===== src/rtl/rsd_pkg.sv =====
package rsd_pkg;
  // Width of a counter that must hold values 0..n
  function automatic int unsigned cnt_w(input int unsigned n);
    return (n < 2) ? 1 : $clog2(n + 1);
  endfunction

  typedef struct packed {
    logic ov;
    logic uv;
  } fault_t;
endpackage


===== src/rtl/rsd_remote_filter.sv =====
module rsd_remote_filter #(
  parameter int unsigned ON_TICKS  = 8,
  parameter int unsigned OFF_TICKS = 24
) (
  input  logic clk,
  input  logic rst_n,
  input  logic tick,
  input  logic req_i,
  output logic dly_o
);
  localparam int unsigned MAXD = (ON_TICKS > OFF_TICKS) ? ON_TICKS : OFF_TICKS;
  localparam int unsigned CW   = rsd_pkg::cnt_w(MAXD);
  localparam logic [CW-1:0] ON_LIM  = CW'(ON_TICKS - 1);
  localparam logic [CW-1:0] OFF_LIM = CW'(OFF_TICKS - 1);

  logic [CW-1:0] cnt;
  logic [CW-1:0] limit;
  logic          dly;

  // the delay length depends on the direction of the pending change
  assign limit = req_i ? ON_LIM : OFF_LIM;

  always_ff @(posedge clk) begin
    if (!rst_n) begin
      dly <= 1'b1;
      cnt <= '0;
    end else if (req_i == dly) begin
      cnt <= '0;
    end else if (tick) begin
      if (cnt == limit) begin
        dly <= req_i;
        cnt <= '0;
      end else begin
        cnt <= cnt + 1'b1;
      end
    end
  end

  assign dly_o = dly;
endmodule


===== src/rtl/rsd_uv_blank.sv =====
module rsd_uv_blank #(
  parameter int unsigned BLANK_TICKS = 250
) (
  input  logic clk,
  input  logic rst_n,
  input  logic tick,
  input  logic supply_off_i,
  output logic mask_o
);
  generate
    if (BLANK_TICKS == 0) begin : g_none
      assign mask_o = 1'b0;
    end else begin : g_cnt
      localparam int unsigned CW = rsd_pkg::cnt_w(BLANK_TICKS);
      localparam logic [CW-1:0] LIM = CW'(BLANK_TICKS - 1);
      logic [CW-1:0] cnt;
      logic          mask;

      always_ff @(posedge clk) begin
        if (!rst_n) begin
          mask <= 1'b1;
          cnt  <= '0;
        end else if (supply_off_i) begin
          mask <= 1'b1;
          cnt  <= '0;
        end else if (mask && tick) begin
          if (cnt == LIM) begin
            mask <= 1'b0;
            cnt  <= '0;
          end else begin
            cnt <= cnt + 1'b1;
          end
        end
      end

      assign mask_o = mask;
    end
  endgenerate
endmodule


===== src/rtl/rsd_fault_latch.sv =====
module rsd_fault_latch (
  input  logic            clk,
  input  logic            rst_n,
  input  rsd_pkg::fault_t flt_i,
  input  logic            uv_mask_i,
  input  logic            clr_i,
  output logic            q_o
);
  logic set;
  logic q;

  assign set = flt_i.ov | (flt_i.uv & ~uv_mask_i);

  always_ff @(posedge clk) begin
    if (!rst_n)     q <= 1'b0;
    else if (clr_i) q <= 1'b0;
    else if (set)   q <= 1'b1;
  end

  assign q_o = q;
endmodule


===== src/rtl/rsd_shutdown_ctrl.sv =====
module rsd_shutdown_ctrl #(
  parameter int unsigned ON_TICKS    = 8,
  parameter int unsigned OFF_TICKS   = 24,
  parameter int unsigned BLANK_TICKS = 250
) (
  input  logic clk,
  input  logic rst_n,
  input  logic tick,
  input  logic remote_off_req,
  input  logic ovp_flag,
  input  logic uvp_flag,
  output logic inhibit,
  output logic fault_latched,
  output logic remote_dly
);
  rsd_pkg::fault_t flt;
  logic            uv_mask;
  logic            dly;
  logic            latch_q;

  assign flt.ov = ovp_flag;
  assign flt.uv = uvp_flag;

  rsd_remote_filter #(
    .ON_TICKS (ON_TICKS),
    .OFF_TICKS(OFF_TICKS)
  ) u_filt (
    .clk  (clk),
    .rst_n(rst_n),
    .tick (tick),
    .req_i(remote_off_req),
    .dly_o(dly)
  );

  rsd_uv_blank #(
    .BLANK_TICKS(BLANK_TICKS)
  ) u_blank (
    .clk         (clk),
    .rst_n       (rst_n),
    .tick        (tick),
    .supply_off_i(dly),
    .mask_o      (uv_mask)
  );

  rsd_fault_latch u_latch (
    .clk      (clk),
    .rst_n    (rst_n),
    .flt_i    (flt),
    .uv_mask_i(uv_mask),
    .clr_i    (dly),
    .q_o      (latch_q)
  );

  assign remote_dly    = dly;
  assign fault_latched = latch_q;
  assign inhibit       = latch_q | dly;
endmodule


===== config.mk =====
export PLATFORM = sky130hd
export DESIGN_NAME = rsd_shutdown_ctrl
export DESIGN_NICKNAME = d
export VERILOG_FILES = /design/src/rtl/rsd_pkg.sv /design/src/rtl/rsd_remote_filter.sv /design/src/rtl/rsd_uv_blank.sv /design/src/rtl/rsd_fault_latch.sv /design/src/rtl/rsd_shutdown_ctrl.sv
export SDC_FILE = /design/constraint.sdc
export NUM_CORES = 1
export LEC_CHECK = 0
export CORE_UTILIZATION = 38
export CTS_CLUSTER_SIZE = 14
export DETAILED_ROUTE_END_ITERATION = 10
export GPL_ROUTABILITY_DRIVEN = 0
export SLEW_MARGIN = 20
export SYNTH_ARGS = -nofsm -noshare
export SYNTH_HDL_FRONTEND = slang
export SYNTH_SLANG_ARGS = --single-unit

===== constraint.sdc =====
create_clock -name clk -period 1.7 [get_ports clk]
set_clock_uncertainty 0.05 [all_clocks]
set_input_delay 0.34 -clock clk [delete_from_list [all_inputs] [get_ports clk]]
set_output_delay 0.34 -clock clk [all_outputs]
set_load 0.02 [all_outputs]

# [Word level (Yosys, flattened, before mapping)]
# Cells that the tools add are included.
[word_totals] regBits=16 inputBits=6 out_inout_bits=3 word_cells=24
[op_classes] n_addsub=2 eq_ne=3 n_mux=3 n_bitwise=6 reduce_logical=5
[ops] cell="2-to-1 mux 5 bit" count=2
[ops] cell="adder 8 x 1 -> 8 bit (second input constant)" count=1
[ops] cell="equality test 8 bit (second input constant)" count=1
[ops] cell="2-to-1 mux 8 bit" count=1
[ops] cell="adder 5 x 1 -> 5 bit (second input constant)" count=1
[ops] cell="equality test 5 bit" count=1
[ops] cell="OR reduction 2 bit" count=2
[ops] cell="inverter 1 bit" count=3
[ops] cell="AND reduction 3 bit" count=1
[ops] cell="bitwise OR 1 bit" count=2
[ops] cell="AND reduction 2 bit" count=1
[ops] cell="AND 1 bit" count=1
[ops] cell="equality test 1 bit" count=1
[ops] cell="logical AND 1 bit" count=1

# [Logic depth before layout (Yosys ltp)]
[depth] word_depth=3 depth_mapped=5

# [Modules after synthesis]
# A second synthesis with hierarchy kept.
[hier_totals] cells_unflattened=85 area_unflattened_um2=790.8
[modules_own_cells] module="rsd_uv_blank" n_inst=1 cells_each=50 area_per_inst_um2=449.2 seq_area_each_um2=180.2
[modules_own_cells] module="rsd_remote_filter" n_inst=1 cells_each=30 area_per_inst_um2=295.3 seq_area_each_um2=120.1
[modules_own_cells] module="rsd_fault_latch" n_inst=1 cells_each=4 area_per_inst_um2=40.0 seq_area_each_um2=20.0
[modules_own_cells] module="rsd_shutdown_ctrl" n_inst=1 cells_each=1 area_per_inst_um2=6.3 seq_area_each_um2=0.0

# [Least setup slack after synthesis]
# OpenSTA, ideal clock, no wires.
[synth_path] kind="reg2reg" start="register u_blank.g_cnt.cnt[1]" end="register u_blank.g_cnt.cnt[1]" arrival_time_ns=1.227 slack_ns=0.332 stages_incl_launch_ff=6 n_path_buf=0 cell_sequence="dfxtp_1 inv_1 ha_1 and4b_1 a31o_2 a311oi_1"
[synth_via] elab_chain_len=2 word_cells_on_any_way=3 cone_classes="1 x add/sub; 1 x eq/ne; 1 x mux"
[synth_rtl] element="start, declared" line_no="rsd_uv_blank.sv:16" text="logic [CW-1:0] cnt;"
[synth_rtl] element="start signal, assigned" line_no="rsd_uv_blank.sv:31" text="cnt <= cnt + 1'b1;"
[synth_rtl] element="adder 8 x 1 -> 8 bit or equality test 8 bit (tied branches)" line_no="rsd_uv_blank.sv:31, rsd_uv_blank.sv:27"
[synth_rtl] element="2-to-1 mux 8 bit (*)" line_no="rsd_uv_blank.sv:27" text="if (cnt == LIM) begin"
# Every way passes the cells marked *; elsewhere a longest branch is shown, timed or not.
# A chain may end at the register's enable or synchronous reset.

# [Worst setup path after layout]
[layout_path] start="register u_latch.q (netlist: u_latch.q_o)" end="output fault_latched"
[layout_lines] element="start, declared" line_no="rsd_fault_latch.sv:10" text="logic q;"
[layout_lines] element="start signal, assigned" line_no="rsd_fault_latch.sv:15" text="if (!rst_n) q <= 1'b0;"
[layout_lines] element="start signal, assigned" line_no="rsd_fault_latch.sv:16" text="else if (clr_i) q <= 1'b0;"
[layout_lines] element="start signal, assigned" line_no="rsd_fault_latch.sv:17" text="else if (set) q <= 1'b1;"
[layout_lines] element="end, declared" line_no="rsd_shutdown_ctrl.sv:13" text="output logic fault_latched,"
# No word-level cell between the ends.

==> run summary <==
cts hold-fix bufs: 0
most frequent cell after synthesis: dfxtp_1
Clk Tree Root Cell: clkbuf_4
CP max-delay cell: clkdlybuf4s50_1
Hold EP: u_filt.cnt[1]
syn_area_per_cell: 8.80 um^2
sequential share of the synthesized area: 0.400
number of synthesized flops with an enable pin: 0
Site Rows: 16
largest net degree at the start of global routing: 12
Max Cap Violations: 0
Die Ht: 47.9 um
Seq cells post-synth: 16
Post-synth top cells: 16 x dfxtp_1, 11 x a21oi_1, 9 x nand2_1
IO Pins: 9
clock latency on the worst-skew pair: 280 ps
Pleak: 0.315 nW
Cell Pwr Density: 629 nW/um^2
outcome: finished clean
Core ar.: 1960 um^2
Post-Syn Nets: 100
layout net count: 117
min Tclk post-route: 1630 ps
DRC violation total after the first TritonRoute iteration: 10
relative slew slack: 0.808
DRC viols: 0
Reg2Reg Setup Slack: 220 ps
Initial Util: 0.408
hold crit path type: flip-flop to flip-flop
Design Area, Final: 967 um^2
CTS tree: done
hold path start: u_filt.cnt[1]
Crit path max-delay family: buffers and inverters
cts bufs inserted: 3
CTS HTree Levels: 1
pre-CTS setup slack: -100 ps
Post-DP Area: 947 um^2
via count: 715
all-layer global routing usage: 0.160
Mapped Cells: 91
final wirelength: 1540 um
kind of critical path: flip-flop to output pin
P&R area growth vs syn: 20.8%
Netlist cell types: 31
Post-DP HPWL: 1190 um
drt first pass iters: 4
CP Capture Type: output pin
average routed wire per standard cell: 11.6 um
# setup viols final: 0
Critical Path Max Stage Delay: 610 ps
Worst Reg-to-Reg Cells: 6
crit start category: flip-flop
antenna diode count: 0
# port buffers: 8
Routed Antenna Nets: 0
initial antenna violation count: 0
die width: 47.9 um
via density per instance: 5.38
Async SR Flop Fraction: 0
Worst-Margin Slew: 287 ps
die area: 2290 um^2
period utilisation layout: 0.958
Hold Crit Depth: 2
crit-path max FO: 3
CP arrival: 1240 ps
dominant cells by area after synthesis: dfxtp_1 40%, a21oi_1 6.9%, ha_1 4.7%, xor2_1 4.4%, nand2_1 4.2%
CP Cell Sequence: clkdlybuf4s50_1
Max clock buf depth: 2
post-synth top area cell: dfxtp_1
clock sink count: 16
grt ovf: 0
global-route wire length before repair: 2450 um
Post-Synthesis Cell Area: 801 um^2
Clock transition at path regs: 90 ps
Fin. Hold Viols: 0
Reg-to-Reg Start: u_blank.g_cnt.cnt[1]
top-area cell type share of the netlist area: 0.400
fraction of layout cells with a size suffix above 1: 0.104
RSZ-0062 raised after global routing: no
Worst Path Required: 1310 ps
peak supply drop: 0.395 mV
worst r2r dst: u_blank.g_cnt.cnt[4]
Final WS setup: 71.0 ps
vias in the first global route: 586
synth warn: 0
Slew Viols, Final: 0
predominant post-synthesis flop cell: dfxtp_1
CP bufs+invs: 1
FMAX: 614 MHz
-- layer usage --
layer / vias to the layer above / track usage / part of all wire
met5: - / 0 / 0
li1: 375 / - / -
met3: 4 / 0.0453 / 0.021
met1: 328 / 0.227 / 0.52
met2: 8 / 0.208 / 0.44
met4: 0 / 0.100 / 0.022
-- cell families (layout without fill, tap and decap cells) --
| group | count (synthesis) | in the layout | synth area share |
|---|---|---|---|
| and+or+nand+nor | 35 | 35 | 0.250 |
| AOI/OAI and AO/OA | 27 | 27 | 0.223 |
| DFF | 16 | 16 | 0.400 |
| xor gates and xnor gates | 5 | 5 | 0.0547 |
| buffers and inverters | 5 | 20 | 0.0250 |
| adders and majority gates | 3 | 3 | 0.0469 |
-- placed cells by master, fill, tap and decap left out, types with 2 or more instances in the layout --
cell and instances:
nand2b_1 5, nand4_1 3, ha_1 3, nand3_1 3
o311ai_1 2, inv_1 4, nor2_1 3, xor2_1 4
clkdlybuf4s50_1 6, or4_1 2, buf_4 5, o21ai_0 3
nand2_1 9, o31ai_1 2, clkbuf_4 3, dfxtp_1 16
or3_1 4, a21oi_1 11, dlygate4sd2_1 2, a311oi_1 2
-- worst max-delay path by stage --
| stage | startpoint | endpoint | cells after the start |
|---|---|---|---|
| global placement | tick | u_blank.g_cnt.cnt[7] | 4 |
| detailed placement | tick | u_blank.g_cnt.cnt[7] | 4 |
| CTS | u_latch.q_o | fault_latched | 1 |
| global route | u_latch.q_o | fault_latched | 1 |
| finish | u_latch.q_o | fault_latched | 1 |
| floorplan | u_blank.g_cnt.cnt[1] | u_blank.g_cnt.cnt[1] | 5 |
-- timing repair --
| item | 4_1_cts | 5_1_grt |
|---|---|---|
| buffers inserted | 0 | 0 |
| gates resized for setup | 2 | 0 |
| setup endpoints to repair | 2 | 0 |
-- through the flow --
| step | total power, W | hold slack (ps) | cells | util | TNS (ps) |
|---|---|---|---|---|---|
| floorplan | 0.000401 | 395 | 91 | - | 0 |
| global route | 0.000633 | 475 | 133 | 0.493 | 0 |
| finish | 0.000608 | 448 | 133 | 0.493 | 0 |
| detailed placement | 0.000420 | 434 | 130 | 0.483 | -344 |
| global placement | 0.000420 | 430 | 130 | 0.483 | -103 |
| CTS | 0.000618 | 449 | 133 | 0.493 | 0 |
-- cell type report --
type / count / area (um^2)
timing repair buffer: 13 / 115
inverter: 4 / 15.0
multi-input combinational: 70 / 460
clock buffer: 3 / 22.5
sequential: 16 / 320
tap: 27 / 33.8
fill: 214 / 995
-- worst min-delay path: stages (launching register included) --
cell	delay [ps]
dfxtp_1	330
nand2b_1	70
a21oi_1	60
-- power breakdown --
group          leakage (nW)  total (W)  switching [W]  internal [W]
Sequential            0.129   0.000377     0.00000140      0.000376
Clock                0.0138   0.000197       0.000115     0.0000822
Combinational         0.172  0.0000338      0.0000156     0.0000182
-- registers in the layout (all words and copies together), names as in the netlist --
signal and count:
u_latch.q_o 1, u_blank.mask_o 1, u_filt.cnt 5, u_filt.dly_o 1, u_blank.g_cnt.cnt 8
No activity file was read; power rests on OpenSTA's default activity.
